**config.mk**
```make
export PLATFORM = sky130hd
export DESIGN_NAME = dacfrm_rx
export DESIGN_NICKNAME = d
export VERILOG_FILES = /design/src/rtl/dacfrm_pkg.sv /design/src/rtl/dacfrm_sync.sv /design/src/rtl/dacfrm_shift.sv /design/src/rtl/dacfrm_exec.sv /design/src/rtl/dacfrm_rx.sv
export SDC_FILE = /design/constraint.sdc
export NUM_CORES = 1
export LEC_CHECK = 0
export BUFFER_PORTS_ARGS = -buffer_cell sky130_fd_sc_hd__buf_2
export CORE_ASPECT_RATIO = 1.2
export CORE_UTILIZATION = 25
export CTS_CLUSTER_SIZE = 20
export DETAILED_ROUTE_END_ITERATION = 8
export HOLD_SLACK_MARGIN = 0.1
export PLACE_DENSITY = 0.4
export SLEW_MARGIN = 30
export SYNTH_ARGS = -nofsm -noshare
export SYNTH_HDL_FRONTEND = slang
export SYNTH_SLANG_ARGS = --single-unit
```
**constraint.sdc**
```tcl
create_clock -name clk -period 2.2 [get_ports clk]
set_input_delay 0.22 -clock clk [delete_from_list [all_inputs] [get_ports clk]]
set_output_delay 0.22 -clock clk [all_outputs]
set_load 0.05 [all_outputs]
```
**src/rtl/dacfrm_pkg.sv**
```systemverilog
package dacfrm_pkg;
  localparam int OPC_W  = 4;
  localparam int SUB_W  = 2;
  localparam int CFG_W  = 2;
  localparam int KINDS  = 6;

  typedef enum int unsigned {
    K_LOAD_IN = 0,
    K_XFER    = 1,
    K_WRITE   = 2,
    K_STBY    = 3,
    K_WAKE    = 4,
    K_OFF     = 5
  } kind_e;
endpackage

```
**src/rtl/dacfrm_sync.sv**
```systemverilog
module dacfrm_sync #(
  parameter int W      = 3,
  parameter int STAGES = 2,
  parameter logic [W-1:0] RST_VAL = '0
) (
  input  logic         clk,
  input  logic         rst_n,
  input  logic [W-1:0] d_i,
  output logic [W-1:0] q_o
);
  logic [STAGES-1:0][W-1:0] st;

  always_ff @(posedge clk or negedge rst_n) begin
    if (!rst_n) begin
      st <= {STAGES{RST_VAL}};
    end else begin
      st[0] <= d_i;
      for (int k = 1; k < STAGES; k++) st[k] <= st[k-1];
    end
  end

  assign q_o = st[STAGES-1];
endmodule

```
**src/rtl/dacfrm_shift.sv**
```systemverilog
module dacfrm_shift #(
  parameter int FRAME_W = 16
) (
  input  logic               clk,
  input  logic               rst_n,
  input  logic               sclk_s,
  input  logic               sdi_s,
  input  logic               csn_s,
  output logic               strobe_o,
  output logic               len_ok_o,
  output logic [FRAME_W-1:0] word_o
);
  localparam int CNT_CAP = FRAME_W + 1;
  localparam int CNT_W   = $clog2(CNT_CAP + 1);

  logic               prev_sclk, prev_csn;
  logic               sclk_rise, cs_rise;
  logic [CNT_W-1:0]   cnt;
  logic [FRAME_W-1:0] shreg;

  assign sclk_rise = sclk_s & ~prev_sclk;
  assign cs_rise   = csn_s & ~prev_csn;

  always_ff @(posedge clk or negedge rst_n) begin
    if (!rst_n) begin
      prev_sclk <= 1'b0;
      prev_csn  <= 1'b1;
      cnt       <= '0;
      shreg     <= '0;
    end else begin
      prev_sclk <= sclk_s;
      prev_csn  <= csn_s;
      if (csn_s) begin
        cnt <= '0;
      end else if (sclk_rise) begin
        shreg <= {shreg[FRAME_W-2:0], sdi_s};
        if (cnt != CNT_W'(CNT_CAP)) cnt <= cnt + 1'b1;
      end
    end
  end

  assign strobe_o = cs_rise;
  assign len_ok_o = (cnt == CNT_W'(FRAME_W));
  assign word_o   = shreg;


  cnt_idle_chk: assert property (@(posedge clk) disable iff (!rst_n)
    csn_s |=> (cnt == '0));


  shift_in_chk: assert property (@(posedge clk) disable iff (!rst_n)
    (sclk_rise && !csn_s) |=> (shreg[0] == $past(sdi_s)));
endmodule

```
**src/rtl/dacfrm_exec.sv**
```systemverilog
module dacfrm_exec
  import dacfrm_pkg::*;
#(
  parameter int DATA_W  = 10,
  parameter int FRAME_W = OPC_W + DATA_W + SUB_W
) (
  input  logic               clk,
  input  logic               rst_n,
  input  logic               strobe_i,
  input  logic               len_ok_i,
  input  logic [FRAME_W-1:0] word_i,
  input  logic               err_clr_i,
  output logic [DATA_W-1:0]  dac_code_o,
  output logic [CFG_W-1:0]   cfg_o,
  output logic [KINDS-1:0]   pulse_o,
  output logic               err_o
);
  logic [OPC_W-1:0]  opc;
  logic [DATA_W-1:0] data;
  logic [SUB_W-1:0]  sub;
  logic [KINDS-1:0]  hit;
  logic              accept, bad_sub;
  logic [DATA_W-1:0] in_q, dac_q;
  logic [CFG_W-1:0]  cfg_q;
  logic [KINDS-1:0]  pulse_q;
  logic              err_q;

  assign opc  = word_i[FRAME_W-1 -: OPC_W];
  assign data = word_i[SUB_W +: DATA_W];
  assign sub  = word_i[SUB_W-1:0];

  always_comb begin
    hit = '0;
    case (opc)
      4'b0001:          hit[K_LOAD_IN] = 1'b1;
      4'b1000:          hit[K_XFER]    = 1'b1;
      4'b1001, 4'b1111: hit[K_WRITE]   = 1'b1;
      4'b1100:          hit[K_STBY]    = 1'b1;
      4'b1101:          hit[K_WAKE]    = 1'b1;
      4'b1110:          hit[K_OFF]     = 1'b1;
      default:          hit = '0;
    endcase
  end

  assign accept  = strobe_i & len_ok_i & (sub == '0);
  assign bad_sub = strobe_i & len_ok_i & (sub != '0);

  always_ff @(posedge clk or negedge rst_n) begin
    if (!rst_n) begin
      in_q    <= '0;
      dac_q   <= '0;
      cfg_q   <= '0;
      pulse_q <= '0;
      err_q   <= 1'b0;
    end else begin
      pulse_q <= accept ? hit : '0;
      if (accept && (hit[K_LOAD_IN] || hit[K_WRITE])) in_q <= data;
      if (accept && hit[K_WRITE]) dac_q <= data;
      else if (accept && hit[K_XFER]) dac_q <= in_q;
      if (accept && (hit[K_STBY] || hit[K_WAKE] || hit[K_OFF]))
        cfg_q <= data[DATA_W-1 -: CFG_W];
      if (bad_sub) err_q <= 1'b1;
      else if (err_clr_i) err_q <= 1'b0;
    end
  end

  assign dac_code_o = dac_q;
  assign cfg_o      = cfg_q;
  assign pulse_o    = pulse_q;
  assign err_o      = err_q;


  pulse_onehot_chk: assert property (@(posedge clk) disable iff (!rst_n)
    $onehot0(pulse_q));


  pulse_single_chk: assert property (@(posedge clk) disable iff (!rst_n)
    (|pulse_q) |=> (pulse_q == '0));


  xfer_copy_chk: assert property (@(posedge clk) disable iff (!rst_n)
    pulse_q[K_XFER] |-> (dac_q == $past(in_q)));


  dac_guard_chk: assert property (@(posedge clk) disable iff (!rst_n)
    !$stable(dac_q) |-> (pulse_q[K_XFER] || pulse_q[K_WRITE]));


  err_rise_chk: assert property (@(posedge clk) disable iff (!rst_n)
    $rose(err_q) |-> $past(bad_sub));
endmodule

```
**src/rtl/dacfrm_rx.sv**
```systemverilog
module dacfrm_rx
  import dacfrm_pkg::*;
#(
  parameter int DATA_W      = 10,
  parameter int SYNC_STAGES = 2
) (
  input  logic              clk,
  input  logic              rst_n,
  input  logic              sclk_i,
  input  logic              sdi_i,
  input  logic              csn_i,
  input  logic              err_clr_i,
  output logic [DATA_W-1:0] dac_code_o,
  output logic [CFG_W-1:0]  cfg_o,
  output logic [KINDS-1:0]  cmd_pulse_o,
  output logic              frame_err_o
);
  localparam int FRAME_W = OPC_W + DATA_W + SUB_W;

  logic [2:0]         pins_s;
  logic               strobe, len_ok;
  logic [FRAME_W-1:0] word;

  dacfrm_sync #(.W(3), .STAGES(SYNC_STAGES), .RST_VAL(3'b100)) u_sync (
    .clk   (clk),
    .rst_n (rst_n),
    .d_i   ({csn_i, sclk_i, sdi_i}),
    .q_o   (pins_s)
  );

  dacfrm_shift #(.FRAME_W(FRAME_W)) u_shift (
    .clk      (clk),
    .rst_n    (rst_n),
    .sclk_s   (pins_s[1]),
    .sdi_s    (pins_s[0]),
    .csn_s    (pins_s[2]),
    .strobe_o (strobe),
    .len_ok_o (len_ok),
    .word_o   (word)
  );

  dacfrm_exec #(.DATA_W(DATA_W), .FRAME_W(FRAME_W)) u_exec (
    .clk        (clk),
    .rst_n      (rst_n),
    .strobe_i   (strobe),
    .len_ok_i   (len_ok),
    .word_i     (word),
    .err_clr_i  (err_clr_i),
    .dac_code_o (dac_code_o),
    .cfg_o      (cfg_o),
    .pulse_o    (cmd_pulse_o),
    .err_o      (frame_err_o)
  );
endmodule

```
# Word level (Yosys, flattened, before mapping)
# Index checks and enable logic that the tools add are counted.
dict set report word_totals {
  output_inout_bits 19
  regBits 58
  word_cells 59
  inputBits 6
}
dict set report op_classes {
  n_eq_ne 9
  n_reduce_logical 16
  addsub 1
  bitwise_logic 8
  muxes 14
}
# cell n
set op_table {}
lappend op_table {{$eq A4 B4 Y1 const B} 6}
lappend op_table {{$mux W10} 2}
lappend op_table {{$mux W5} 3}
lappend op_table {{$reduce_bool A2 Y1} 5}
lappend op_table {{$mux W1} 8}
lappend op_table {{$mux W6} 1}
lappend op_table {{$add A5 B1 Y5 const B} 1}
lappend op_table {{$and A1 B1 Y1} 5}
lappend op_table {{$eq A5 B5 Y1 const B} 1}
lappend op_table {{$ne A5 B5 Y1 const B} 1}
lappend op_table {{$eq A4 B1 Y1 const B} 1}
lappend op_table {{$logic_and A1 B1 Y1} 4}
lappend op_table {{$reduce_and A2 Y1} 2}
lappend op_table {{$logic_or A1 B1 Y1} 3}
lappend op_table {{$not A1 Y1} 3}
lappend op_table {{$logic_not A2 Y1} 1}
lappend op_table {{$reduce_or A2 Y1} 1}

# Depth between registers and ports, before layout
dict set report logic_depth {
  word_depth 7
  ltp_mapped 7
  ltp_nobuf 6
}

# Modules after synthesis
# Synthesis repeated with hierarchy kept, for this count alone.
dict set report hier_totals {
  cells_unflattened 181
  hier_area_um2 2527.4
}
# mod instances cells_per_inst seq_area_each_um2 area_each_um2
set by_module_without_submodules {}
lappend by_module_without_submodules {dacfrm_exec 1 102 725.7 1365.1}
lappend by_module_without_submodules {dacfrm_shift 1 70 576.8 987.2}
lappend by_module_without_submodules {dacfrm_sync 1 9 152.6 175.2}

# Worst setup path before layout
# Ideal clock, no wire load.
dict set report synth_timing {
  path_type {register to register}
  startpoint {register u_sync.st, in the netlist u_sync.q_o[2]}
  endpoint {register u_exec.in_q[0]}
  setup_slack_ps 560
  arrival_ps 1515
  path_buffers 1
  t_required_ps 2075
  synth_period_minus_slack_ps 1640
  setup_ps 125
  path_stages_with_launch 6
  cell_sequence {dfstp_2 -> buf_6 -> and2b_2 -> nand4_4 -> nor2_4 -> mux2_2}
}
dict set report synth_between {
  elab_chain_cells 4
}
# item line
set synth_rtl {}
lappend synth_rtl {{from (decl)} dacfrm_sync.sv:11} ;# logic [STAGES-1:0][W-1:0] st;
lappend synth_rtl {{from (signal assigned)} dacfrm_sync.sv:15} ;# st <= {STAGES{RST_VAL}};
lappend synth_rtl {{$and A1 B1 Y1} dacfrm_shift.sv:22} ;# assign cs_rise = csn_s & ~prev_csn;
lappend synth_rtl {{$and A1 B1 Y1 (2 in a row)} dacfrm_exec.sv:45} ;# assign accept = strobe_i & len_ok_i & (sub == '0);
lappend synth_rtl {{$logic_and A1 B1 Y1} dacfrm_exec.sv:57} ;# if (accept && (hit[K_LOAD_IN] || hit[K_WRITE])) in_q <= data;
lappend synth_rtl {{to (signal assigned)} dacfrm_exec.sv:57}
lappend synth_rtl {{to (decl)} dacfrm_exec.sv:23} ;# logic [DATA_W-1:0] in_q, dac_q;
# No other way between the ends.
# A chain may end at the register's enable or synchronous reset.

# Worst setup path in the final report
dict set report layout_timing {
  startpoint {register u_sync.st, in the netlist u_sync.q_o[2]}
  endpoint {register u_exec.in_q[9]}
}
# Same word-level chain as after synthesis.

==> impl_metrics.tcl <==
set metrics [dict create \
    die_w_um 91.4 \
    r2r_cells 4 \
    synth_top_area_cell "dfrtp_1" \
    synth_top_area_share_pct 57.4 \
    avgSynthCellArea_sq_um 13.4 \
    muxShareOfSynthArea_pct 16.3 \
    path_clk_slew_ps 70 \
    final.setup_skew_ps 9.72 \
    tritoncts "built" \
    routed_wl_mm 4.51 \
    setup_tns_ps 0 \
    viasPerCell 4.23 \
    placementRows 38 \
    ys_ff_latch 58 \
    powerDensity_nw_per_um2 807 \
    start_util_pct 26.1 \
    netlist_instances 179 \
    end_kind "register" \
    async_reset_ff_share_pct 100 \
    grt_pass1_wl_mm 7.71 \
    holdWs_ps 351 \
    path_buf_inv 0 \
    rsz0062_at_grt "no" \
    cts.sinks 58 \
    critPathTopFamily "simple AND/OR/NAND/NOR gates" \
    max_clock_freq_ghz 0.563 \
    p_leak_nw 1.38 \
    cts-root-buf "clkbuf_8" \
    hold_path_class "reg -> reg" \
    worstPathArrival_ps 1990 \
    synth-simple-area-share_pct 11.3 \
    maxSlewViolCount 0 \
    power.total_w 0.00235 \
    startpoint_type "register" \
    whs_endpoint "u_sync.q_o[0]$_DFF_PN0_" \
    antenna_found_initial 0 \
    period_needed_ps 1780 \
    layout.nets 225 \
    postCtsSetupBuffers 0 \
    area.sequential_sq_um 1460 \
    synth_fa_ha_area_share_pct 1.57 \
    synth_area_leaders "dfrtp_1 (57%), mux2_2 (12%), mux2i_1 (4.6%)" \
    detailed_place.area_sq_um 2660 \
    htreeDepth 3 \
    slowest_delay_ps 620 \
    gp_congestion 0.674 \
    final_util_pct 31.7 \
    grt_max_degree 37 \
    drc 0 \
    yosysSeqAreaShare_pct 60.7 \
    num-fill-cells 932 \
    hold_viol_final 0 \
    cts_made_buffers 9 \
    synth_edf_count 0 \
    worstSetupPathType "reg -> reg" \
    cts_resized 0 \
    multi_input_area_sq_um 868 \
    clockBufferDepth 2 \
    ant_nets 0 \
    synth_top_family_by_area "multiplexers" \
    clk_latency_ps 340 \
    syn_nets 188 \
    cp_max_fo 10 \
    fin_area_sq_um 2910 \
    period_share_pct 80.7 \
    tightest_slew_ps 569 \
    min_from "u_sync.st[0]$_DFF_PN0_" \
    drtPass1Iterations 4 \
    ys_warn_count 0 \
    vdd_drop_max_v 0.000315 \
    wl_per_cell_um 13.2 \
    io_buffers 24 \
    diodes 0 \
    synth_ff_type "dfrtp_1" \
    max_slew_margin_pct 62.1 \
    drt_iter0_drc 38 \
    area_growth_pct 21.3 \
    grt_usage_pct 10.5 \
    grt_pass1_vias 1523 \
    reg2reg_from "u_sync.q_o[2]$_DFF_PN1_" \
    rr_endpoint "u_exec.in_q[9]$_DFFE_PN0P_" \
    fp.dieH_um 109 \
    min_path_cells 0 \
    cp_cell_sequence "and2b_2 > nand4_4 > nor2_4 > mux2_2" \
    overflow 0 \
    status "finished, final reports clean" \
    synth_area_sq_um 2400 \
    drive_gt1_share_pct 37.6 \
    cp.required_ps 2420 \
    cap_violations 0 \
    synth_cell_types 39 \
    synth_compound_area_share_pct 5.59 \
    setup_violations 0 \
    num_vias 1443 \
    crit_slowest_cell "dfstp_2" \
    r2r_slack_ps 420 \
    synth_xor_area_share_pct 1.46 \
    dp_hpwl_mm 2.92 \
    die_area_sq_um 9980 \
    ios 25 \
    core-area_sq_um 9180 \
]
cells by family after synthesis:
kind of cell             after synthesis
flip-flops                            58
AND/OR/NAND/NOR                       44
multiplexers                          36
XOR/XNOR                               4
adder cells (fa/ha/maj)                3
buffers and inverters                 14
AO/OA/AOI/OAI                         20
worst max-delay path by stage:
stage,from,endpoint,slack (ps),cells past startpoint
detailed placement,u_sync.q_o[2]$_DFF_PN1_,u_exec.in_q[9]$_DFFE_PN0P_,410,4
global placement,u_sync.q_o[2]$_DFF_PN1_,u_exec.in_q[4]$_DFFE_PN0P_,440,4
global route,u_shift.cnt[0]$_DFFE_PN0P_,u_exec.pulse_o[0]$_DFF_PN0_,240,6
finish,u_sync.q_o[2]$_DFF_PN1_,u_exec.in_q[9]$_DFFE_PN0P_,420,4
floorplan,u_sync.q_o[2]$_DFF_PN1_,u_exec.in_q[0]$_DFFE_PN0P_,560,5
CTS,u_sync.q_o[2]$_DFF_PN1_,u_exec.in_q[9]$_DFFE_PN0P_,390,4
cell type report:
type / count / share of cell area (%)
flip-flops and latches: 58 / 50.1
multi-input cells: 107 / 29.9
repair buffers: 33 / 7.32
well taps: 120 / 5.17
clock buffers: 10 / 4.39
clock inverters: 6 / 2.28
inverters: 7 / 0.904
placed cells by master (no fill, tap or decap), types with 2 or more instances in the layout:
cell,n
buf_4,3
nand2_1,15
o21ai_1,3
clkinvlp_4,3
nor3_1,3
buf_2,24
xnor2_1,2
dfstp_2,3
nand3_1,3
mux2_2,25
nor4_1,2
o21ai_0,11
ha_1,3
dlygate4sd3_1,5
clkbuf_8,9
mux2i_1,11
inv_1,7
dfrtp_1,55
nor2_1,7
xor2_1,2
metrics by stage:
| step | std cells | setup WS, ps |
|---|---|---|
| finish | 341 | 424 |
| global route | 341 | 245 |
| CTS | 341 | 394 |
| detailed placement | 320 | 411 |
| global placement | 320 | 438 |
| floorplan | 179 | 560 |
synth_stat cells, types with 3 or more instances:
cell and number:
nor2_1 7, ha_1 3, o21ai_1 3, o21ai_0 11
nor3_1 3, dfstp_2 3, mux2i_1 11, inv_1 7
dfrtp_1 55, nand2_1 15, mux2_2 25, nand3_1 3
buf_2 3
sequential cells by signal (all words and copies together) (netlist names):
name               flops
u_exec.dac_code_o     10
u_shift.prev_csn       1
u_exec.pulse_o         6
u_exec.err_o           1
u_exec.in_q           10
u_shift.prev_sclk      1
u_exec.cfg_o           2
u_sync.q_o             3
u_sync.st              3
u_shift.cnt            5
u_shift.word_o        16
report_power, final:
part | switching (W) | total [W] | leakage (nW) | internal (W)
Sequential | 0.0000782 | 0.00123 | 0.775 | 0.00115
Clock | 0.000445 | 0.000970 | 0.0889 | 0.000525
Combinational | 0.0000646 | 0.000149 | 0.517 | 0.0000846
layer usage:
metal,up-vias,wire length (um),GRT usage [%]
met5,-,0,0
met2,26,2180,16.2
met1,721,2120,13.0
met3,4,132,3.35
li1,692,-,-
met4,0,75,6.12
timing repair:
action / CTS / global route
hold buffers: 5 / 0
setup endpoints to repair: 0 / 0
hold endpoints to repair: 25 / 0
Note: power is estimated with default switching activity, not from simulation.
